## config.mk

```make
export PLATFORM = sky130hd
export DESIGN_NAME = updn_cascade_ctr
export DESIGN_NICKNAME = d
export VERILOG_FILES = /design/src/rtl/ctr_pkg.sv /design/src/rtl/ctr_mode_sel.sv /design/src/rtl/ctr_state_reg.sv /design/src/rtl/ctr_term_decode.sv /design/src/rtl/updn_cascade_ctr.sv
export SDC_FILE = /design/constraint.sdc
export NUM_CORES = 1
export LEC_CHECK = 0
export BUFFER_PORTS_ARGS = -buffer_cell sky130_fd_sc_hd__buf_2
export CAP_MARGIN = 20
export CORE_AREA = 8 8 45 47
export CTS_CLUSTER_SIZE = 30
export DETAILED_ROUTE_END_ITERATION = 7
export DIE_AREA = 0 0 53 55
export PLACE_DENSITY = 0.58
export RECOVER_POWER = 50
export SYNTH_ARGS = -nofsm -noshare
export SYNTH_HDL_FRONTEND = slang
export SYNTH_SLANG_ARGS = --single-unit
```

## constraint.sdc

```tcl
create_clock -name clk -period 1.6 [get_ports clk]
set_input_delay 0.24 -clock clk [delete_from_list [all_inputs] [get_ports clk]]
set_output_delay 0.24 -clock clk [all_outputs]
set_load 0.02 [all_outputs]
```

## src/rtl/ctr_pkg.sv

```systemverilog
// Package: shared types for the cascadable up/down counter.
// Assumes: nothing beyond IEEE 1800-2017.
package ctr_pkg;
    // Operation applied to the register at the next rising edge
    typedef enum logic [1:0] {
        CTR_HOLD = 2'd0,
        CTR_LOAD = 2'd1,
        CTR_INC  = 2'd2,
        CTR_DEC  = 2'd3
    } ctr_op_e;
endpackage

```

## src/rtl/ctr_mode_sel.sv

```systemverilog
// Module: ctr_mode_sel
// Chooses the register operation from the control inputs. Load wins over
// counting. Counting needs both active-low enables low. Otherwise the
// register holds.
// Assumes: inputs are stable around the rising clock edge.
module ctr_mode_sel
    import ctr_pkg::*;
(
    input  logic    load_n,
    input  logic    par_en_n,
    input  logic    chain_en_n,
    input  logic    dir_up,
    output ctr_op_e op
);
    // Priority decode of the operation
    always_comb begin
        if (!load_n)
            op = CTR_LOAD;
        else if (!par_en_n && !chain_en_n)
            op = dir_up ? CTR_INC : CTR_DEC;
        else
            op = CTR_HOLD;
    end
endmodule

```

## src/rtl/ctr_state_reg.sv

```systemverilog
// Module: ctr_state_reg
// Holds the count and applies the selected operation on the rising edge.
// Arithmetic wraps modulo 2^WIDTH.
// Assumes: op is a valid ctr_op_e; rst_n is synchronous and active low.
module ctr_state_reg
    import ctr_pkg::*;
#(
    parameter int WIDTH = 4
) (
    input  logic             clk,
    input  logic             rst_n,
    input  ctr_op_e          op,
    input  logic [WIDTH-1:0] load_val,
    output logic [WIDTH-1:0] q
);
    localparam logic [WIDTH-1:0] STEP = WIDTH'(1);

    logic [WIDTH-1:0] q_next;

    // Next-state selection from the decoded operation
    always_comb begin
        unique case (op)
            CTR_LOAD: q_next = load_val;
            CTR_INC:  q_next = q + STEP;
            CTR_DEC:  q_next = q - STEP;
            default:  q_next = q;
        endcase
    end

    // Count register with synchronous reset
    always_ff @(posedge clk) begin
        if (!rst_n)
            q <= '0;
        else
            q <= q_next;
    end
endmodule

```

## src/rtl/ctr_term_decode.sv

```systemverilog
// Module: ctr_term_decode
// Combinational active-low terminal flag: the last value for the current
// direction, gated only by the chained enable.
// Assumes: the parallel enable is deliberately not an input here.
module ctr_term_decode #(
    parameter int WIDTH = 4
) (
    input  logic [WIDTH-1:0] q,
    input  logic             dir_up,
    input  logic             chain_en_n,
    output logic             term_n
);
    logic at_top;
    logic at_bottom;

    // Edge-of-range detection and direction/enable gating
    always_comb begin
        at_top    = &q;
        at_bottom = ~|q;
        term_n    = ~(~chain_en_n & (dir_up ? at_top : at_bottom));
    end
endmodule

```

## src/rtl/updn_cascade_ctr.sv

```systemverilog
// Module: updn_cascade_ctr
// Top of the cascadable synchronous up/down counter: mode select, count
// register and terminal decode. Assertions check the port-level behaviour.
// Assumes: one clock domain; rst_n is synchronous and active low.
module updn_cascade_ctr
    import ctr_pkg::*;
#(
    parameter int WIDTH = 4
) (
    input  logic             clk,
    input  logic             rst_n,
    input  logic             load_n,
    input  logic [WIDTH-1:0] data_in,
    input  logic             cnt_en_par_n,
    input  logic             cnt_en_chain_n,
    input  logic             dir_up,
    output logic [WIDTH-1:0] count_q,
    output logic             term_n
);
    localparam logic [WIDTH-1:0] ALL_ONES = {WIDTH{1'b1}};

    ctr_op_e op;

    ctr_mode_sel u_mode (
        .load_n     (load_n),
        .par_en_n   (cnt_en_par_n),
        .chain_en_n (cnt_en_chain_n),
        .dir_up     (dir_up),
        .op         (op)
    );

    ctr_state_reg #(.WIDTH(WIDTH)) u_reg (
        .clk      (clk),
        .rst_n    (rst_n),
        .op       (op),
        .load_val (data_in),
        .q        (count_q)
    );

    ctr_term_decode #(.WIDTH(WIDTH)) u_term (
        .q          (count_q),
        .dir_up     (dir_up),
        .chain_en_n (cnt_en_chain_n),
        .term_n     (term_n)
    );

    // Reset clears the register
    assert_reset_clear_R1: assert property (@(posedge clk)
        !rst_n |=> count_q == '0);

    // Load takes the data word whatever the enables are
    assert_load_R2: assert property (@(posedge clk) disable iff (!rst_n)
        !load_n |=> count_q == $past(data_in));

    // Increment by one
    assert_count_up_R3: assert property (@(posedge clk) disable iff (!rst_n)
        (load_n && !cnt_en_par_n && !cnt_en_chain_n && dir_up)
        |=> count_q == $past(count_q) + WIDTH'(1));

    // Decrement by one
    assert_count_down_R4: assert property (@(posedge clk) disable iff (!rst_n)
        (load_n && !cnt_en_par_n && !cnt_en_chain_n && !dir_up)
        |=> count_q == $past(count_q) - WIDTH'(1));

    // Either enable high holds the value
    assert_hold_R5: assert property (@(posedge clk) disable iff (!rst_n)
        (load_n && (cnt_en_par_n || cnt_en_chain_n)) |=> $stable(count_q));

    // Wrap at the top going up
    assert_wrap_up_R6: assert property (@(posedge clk) disable iff (!rst_n)
        (load_n && !cnt_en_par_n && !cnt_en_chain_n && dir_up && count_q == ALL_ONES)
        |=> count_q == '0);

    // Wrap at zero going down
    assert_wrap_down_R6: assert property (@(posedge clk) disable iff (!rst_n)
        (load_n && !cnt_en_par_n && !cnt_en_chain_n && !dir_up && count_q == '0)
        |=> count_q == ALL_ONES);

    // Flag is only low with the chained enable low
    assert_term_gate_R7: assert property (@(posedge clk) disable iff (!rst_n)
        !term_n |-> !cnt_en_chain_n);

    // Flag low going up implies all ones
    assert_term_up_R7: assert property (@(posedge clk) disable iff (!rst_n)
        (!term_n && dir_up) |-> count_q == ALL_ONES);

    // Flag low going down implies zero
    assert_term_down_R7: assert property (@(posedge clk) disable iff (!rst_n)
        (!term_n && !dir_up) |-> count_q == '0);

    // Flag unaffected by the parallel enable alone
    assert_term_par_free_R8: assert property (@(posedge clk) disable iff (!rst_n)
        ($stable(count_q) && $stable(dir_up) && $stable(cnt_en_chain_n))
        |-> $stable(term_n));
endmodule

```

* After elaboration in Yosys (flattened, before gate mapping) *
Cells that the tools add are included.

word-level totals
  register bits after elaboration = 4
  bits of input ports = 10
  output and inout port bits = 5
  word-level logic and storage cells = 21

cells by class
  $add $sub $neg = 2
  equal/unequal tests = 3
  muxes and demuxes = 5
  bitwise operators = 3
  reductions and logical operators = 7

operators with widths
  cell                                                                 count
  4-bit one-hot mux with 3 select lines                                1
  4-bit by 1-bit adder with 4-bit output (second input constant)       1
  2-bit == test (second input constant)                                2
  2-bit two-way mux                                                    2
  4-bit AND reduction                                                  1
  4-bit OR reduction                                                   1
  4-bit by 1-bit subtractor with 4-bit output (second input constant)  1
  1-bit zero test                                                      3
  3-bit nonzero test                                                   1
  2-bit by 1-bit == test with 1-bit output (second input constant)     1
  1-bit two-way mux                                                    2
  1-bit NOT                                                            2
  1-bit bitwise AND                                                    1
  1-bit logical AND                                                    1

* Longest topological paths before layout *
  depth after elaboration = 6
  mapped depth = 7
  depth with buffers taken out = 7

* Cells and area by module *
From an unflattened synthesis, not the netlist that was laid out.

second synthesis, totals
  cells, all modules = 43
  area total of the unflattened synthesis = 365.4 um^2

by module, submodules not included
  module           instances  cells each  area each (um^2)  sequential area each (um^2)
  ctr_state_reg    1          36          306.5             80.1
  ctr_term_decode  1          5           38.8              0.0
  ctr_mode_sel     1          2           20.0              0.0

* Least setup slack after synthesis *
OpenSTA, ideal clock, no wires.

  kind = in2reg
  start = input cnt_en_chain_n
  end = register u_reg.q[2]
  setup time = 0.063 ns
  data arrival time = 1.569 ns
  required time = 1.537 ns
  setup slack = -0.031 ns
  stages on the path = 7
  path buffers = 0
  cells stage by stage = or2_1 > nor3b_1 > xor2_1 > ha_1 > and2_1 > or3_1 > nand3_1

between the ends
  cells in the longest elaborated chain, start to end = 6
  elaborated cells on any way between the ends = 9
  classes of those cells = eq/ne: 3; mux: 3; reduce/logical: 3

RTL lines
  element                                                                      line                    RTL
  start, declared                                                              updn_cascade_ctr.sv:15  input logic cnt_en_chain_n,
  1-bit zero test *                                                            ctr_mode_sel.sv:19      else if (!par_en_n && !chain_en_n)
  1-bit logical AND *                                                          ctr_mode_sel.sv:19
  2-bit two-way mux *                                                          ctr_mode_sel.sv:19
  2-bit two-way mux *                                                          ctr_mode_sel.sv:17      if (!load_n)
  2-bit == test or 2-bit by 1-bit == test with 1-bit output (tied branches)    ctr_state_reg.sv:22     unique case (op)
  4-bit one-hot mux with 3 select lines or 3-bit nonzero test (tied branches)  n/a
  end signal, assigned                                                         ctr_state_reg.sv:35     q <= q_next;
  end, declared                                                                ctr_state_reg.sv:14     output logic [WIDTH-1:0] q

Every way passes the cells marked *; elsewhere a longest branch is shown, timed or not.
A chain may end at the register's enable or synchronous reset.

* Worst setup path after layout *
  start = register u_reg.q[0]
  end = output term_n

between the ends
  cells in the longest elaborated chain, start to end = 5
  elaborated cells on any way between the ends = 6
  classes of those cells = mux: 1; bitwise: 2; reduce/logical: 3

RTL lines
  element              line                    RTL
  4-bit OR reduction   ctr_term_decode.sv:19   at_bottom = ~|q;
  1-bit zero test      ctr_term_decode.sv:19
  1-bit two-way mux *  ctr_term_decode.sv:20   term_n = ~(~chain_en_n & (dir_up ? at_top : at_bottom));
  1-bit bitwise AND *  ctr_term_decode.sv:20
  1-bit NOT *          ctr_term_decode.sv:20
  end, declared        updn_cascade_ctr.sv:18  output logic term_n

Marks and branches as above.

==> flow_results.org <==
** Setup path
- Data on the critical path is required at its endpoint by 1.36 ns.
- At the worst endpoint, the arrival time is 1.46 ns.
- Maximum fanout along the worst path :: 2
- Number of cells traversed by the worst register-to-register path :: 4
- Worst-path cell chain :: or4_4 > mux2i_1 > nand2b_1 > buf_6
- STA classifies the critical path startpoint as a register.
- Worst Setup End Kind :: output port
- Largest delay contributor family on the critical path :: simple AND/OR/NAND/NOR gates
- Worst reg2reg startpoint :: u_reg.q[0]
- In this run the number of cells on the critical path is 4.
- The endpoint identified for the worst register-to-register timing path is u_reg.q[3].
- Worst path max stage delay :: 0.53 ns
- Critical path class :: register to output port
- The slowest stage of the critical path belongs to the cell sky130_fd_sc_hd__or4_4.
- Setup slack on the worst reg-to-reg path comes out at 0.08 ns.
- Crit path buffers/inverters :: 1

** Finish
- The largest registers in the layout are u_reg.q: 4 flops.
- The register with the most flip-flops in the layout has 4 of them.
- Number of inserted diodes :: 0
- Layout Area Growth over Synthesis :: 52.4%
- Cells with a size suffix above 1 make up 40.0% of the layout.
- Final Instance Area :: 477 µm²
- Final #Nets :: 73
- Register name with the most flops :: u_reg.q

** CTS
- TritonCTS built the clock tree.
- Root buffer selected by CTS :: sky130_fd_sc_hd__clkbuf_4
- Inserted Clock Buffers :: 3
- The clock reaches the later pin of the worst-skew pair after 0.24 ns.
- The number of hold buffers added after CTS was 0.
- The clock passes through at most 2 buffers.
- After clock tree synthesis, the clock-pin slew on the worst setup and hold paths is 0.04 ns.
- Clock tree synthesis found a total of 4 sinks.
- CTS built an H-tree with a depth of 1.

** Synth
- The cell count after synthesis came out at 38.
- Post-Synthesis Net Count :: 49
- Syn Area/Cell :: 8.23 µm²
- The number of different library cells used by synthesis comes to 27.
- Count of warnings emitted by yosys :: 0
- Synthesis-stage register bit count :: 4
- Summed over its instances, the top area cell type makes up 25.6% of the synthesized netlist area.
- The synthesized design spends more area on one cell type than any other, namely sky130_fd_sc_hd__dfxtp_1.
- Sorting the synthesized cells by area gives the leading types as sky130_fd_sc_hd__dfxtp_1, sky130_fd_sc_hd__nand3_1, sky130_fd_sc_hd__a41oi_1.
- Summing the sequential cell areas from Yosys gives 25.6% of the chip area.
- Post-synthesis instance area :: 313 µm²

** Routing
- In the routed design, unresolved DRC markers number 0.
- Via count :: 367
- Antenna Violating Nets Remaining :: 0
- Summed over all layers, the routed wires come to 952 µm.
- Routed WL per cell :: 12.5 µm
- For this run, the detailed router's first-pass iteration total came to 3.
- Dividing the detail-routed via count by the number of cells gives 4.83.
- Drt initial violations :: 4

** STA
- Clock Skew :: 0.000758 ns
- Counting I/O delays and the setup requirement, the final critical path takes 1.70 ns.
- For the pin with the worst max-slew slack, the measured transition is 0.287 ns.
- # setup viols final :: 1
- Headroom to the max-slew limit :: 80.8%
- Maximum frequency from static timing analysis :: 589 MHz
- Worst-case setup margin in the final layout :: -0.0964 ns
- Number of pins exceeding their max-slew limit in the final report :: 0
- Setup repair after global routing could not meet its margin everywhere.
- Of the available clock period, the critical path in the final layout requires 106%.
- Final hold viol count :: 0

** Placed design
- Detailed placement finished with a half-perimeter wire length of 780 µm.
- Cell Area, Placed :: 442 µm²
- The congestion estimate from routability-driven global placement came to 0.804.
- Input and output buffers added on the ports amount to 14.
- Worst Setup Slack post-DPL :: -0.116 ns

** Global route
- Global routing consumed, over all layers together, 7.49% of the routing resources.
- Number of global-route vias before repair :: 367
- Global-route wire length before repair :: 1550 µm
- The total overflow left after global routing is 0.
- Number of antenna violations at the first check in global routing :: 0
- Entering global routing, the biggest net connects 13 pins.

** Worst hold path
- The tightest min-delay check is of the input pin to register type.
- Along the worst hold path, the cell count comes to 3.
- The path with the worst hold slack has its endpoint at u_reg.q[1].
- Startpoint of the worst hold path :: data_in[1]

** Power and ir drop
- The worst-case IR drop observed on VDD is 0.387 mV.
- Overall power consumption after layout is estimated at 0.356 mW.
- Leakage power of the design :: 0.222 nW
- Power density over the cells :: 748 nW/µm²

** Floorplanning
- The die covers 2920 µm².
- Number of I/O pins :: 15
- Core Box Area :: 1380 µm²
- The die is 53 µm wide.
- Row count :: 14
- Vertical die dimension :: 55 µm
- Starting density of the core :: 22.6%

** Run
- Max-cap violations in this run came to 0.

** Run status
- The final reports fail on negative setup slack.
- The run finished, with violations left.
## through the flow
stage          setup TNS (ns)  utilization, %  hold slack, ns  cells
3_3_place_gp           -0.102            31.9           0.514     72
3_5_place_dp           -0.116            31.9           0.523     72
5_1_grt                -0.173            34.4           0.264     76
2_1_floorplan               0               -           0.396     38
4_1_cts                -0.102            34.6           0.262     76
6_report              -0.0964            34.4           0.266     76
## cells in the mapped netlist
cell type / number
sky130_fd_sc_hd__mux2i_1: 1
sky130_fd_sc_hd__or2_1: 1
sky130_fd_sc_hd__or4_4: 1
sky130_fd_sc_hd__or3_1: 1
sky130_fd_sc_hd__xnor2_1: 1
sky130_fd_sc_hd__nor3b_1: 1
sky130_fd_sc_hd__and2_1: 1
sky130_fd_sc_hd__nor2b_1: 1
sky130_fd_sc_hd__a211oi_1: 1
sky130_fd_sc_hd__nand3_1: 4
sky130_fd_sc_hd__a41oi_1: 2
sky130_fd_sc_hd__nand2b_1: 1
sky130_fd_sc_hd__nand4_1: 1
sky130_fd_sc_hd__nand2_1: 2
sky130_fd_sc_hd__nor3_1: 1
sky130_fd_sc_hd__or2b_1: 1
sky130_fd_sc_hd__a311oi_1: 1
sky130_fd_sc_hd__a2111o_1: 1
sky130_fd_sc_hd__ha_1: 1
sky130_fd_sc_hd__clkbuf_1: 1
sky130_fd_sc_hd__dfxtp_1: 4
sky130_fd_sc_hd__o2111ai_1: 1
sky130_fd_sc_hd__xor2_1: 1
sky130_fd_sc_hd__inv_1: 1
sky130_fd_sc_hd__nor2_1: 3
sky130_fd_sc_hd__and3b_1: 2
sky130_fd_sc_hd__and3_1: 1
## how the worst max path moves through the flow
stage / startpoint / end / slack, ns
finish: u_reg.q[0] / term_n / -0.1
global route: u_reg.q[0] / term_n / -0.17
CTS: u_reg.q[0] / term_n / -0.10
detailed placement: cnt_en_chain_n / u_reg.q[2] / -0.12
global placement: cnt_en_chain_n / u_reg.q[2] / -0.10
floorplan: cnt_en_chain_n / u_reg.q[2] / 0.01
## layout by cell type, fill, tap and decap left out
cell type                   count
sky130_fd_sc_hd__nor3_1         1
sky130_fd_sc_hd__dfxtp_1        2
sky130_fd_sc_hd__and3b_1        2
sky130_fd_sc_hd__a41oi_1        2
sky130_fd_sc_hd__nand2b_1       1
sky130_fd_sc_hd__or4_4          1
sky130_fd_sc_hd__nor3b_2        1
sky130_fd_sc_hd__ha_1           1
sky130_fd_sc_hd__buf_6          1
sky130_fd_sc_hd__inv_1          1
sky130_fd_sc_hd__and2_1         1
sky130_fd_sc_hd__o2111ai_1      1
sky130_fd_sc_hd__a2111o_1       1
sky130_fd_sc_hd__buf_4          6
sky130_fd_sc_hd__dfxtp_2        2
sky130_fd_sc_hd__clkbuf_1       3
sky130_fd_sc_hd__mux2i_1        1
sky130_fd_sc_hd__clkbuf_4       3
sky130_fd_sc_hd__xor2_1         1
sky130_fd_sc_hd__nor2_1         3
sky130_fd_sc_hd__a311oi_1       1
sky130_fd_sc_hd__or2b_1         1
sky130_fd_sc_hd__or2_1          1
sky130_fd_sc_hd__or3_1          1
sky130_fd_sc_hd__nand2_1        2
sky130_fd_sc_hd__xnor2_1        1
sky130_fd_sc_hd__buf_2         10
sky130_fd_sc_hd__nor2b_1        1
sky130_fd_sc_hd__nand3_1        4
sky130_fd_sc_hd__and3_1         1
sky130_fd_sc_hd__a211oi_1       1
sky130_fd_sc_hd__nand4_1        1
## routing by layer
metal | global-route usage [%] | vias up | wire, µm
li1 | - | 190 | -
met1 | 6.70 | 170 | 368
met2 | 13.5 | 7 | 531
met3 | 4.01 | 0 | 53
met4 | 3.88 | 0 | 0
met5 | 0 | - | 0
## power by group
| group | internal, mW | switching (mW) | total (mW) |
|---|---|---|---|
| Sequential | 0.110 | 0.00755 | 0.118 |
| Combinational | 0.0524 | 0.0556 | 0.108 |
| Clock | 0.0842 | 0.0464 | 0.131 |
## cell type report
cell class                      instances  area [µm²]
Timing Repair Buffer                   20         118
Tap cell                               16        20.0
Inverter                                1        3.75
Fill cell                             161         907
Clock buffer                            3        22.5
Sequential cell                         4        82.6
Multi-Input combinational cell         32         230
## cell families (layout without fill, tap and decap cells)
family	after synthesis	after routing	synth area share, %
fa+ha+maj	1	1	4.00
xor+xnor	2	2	5.60
flops	4	4	25.6
mux	1	1	3.20
buf+inv	2	24	2.40
simple gates	22	22	42.0
compound gates	6	6	17.2
## what timing repair did
action                                  CTS  global route
endpoints found under the setup margin    1             1
resized for setup                         3             1
setup buffers                             1             0
pin swaps                                 1             0
## tightest hold or removal path, stage by stage
cell,delay [ns]
sky130_fd_sc_hd__buf_2,0.10
sky130_fd_sc_hd__nor2_1,0.08
sky130_fd_sc_hd__a311oi_1,0.05
Note: power is estimated with default switching activity, not from simulation.
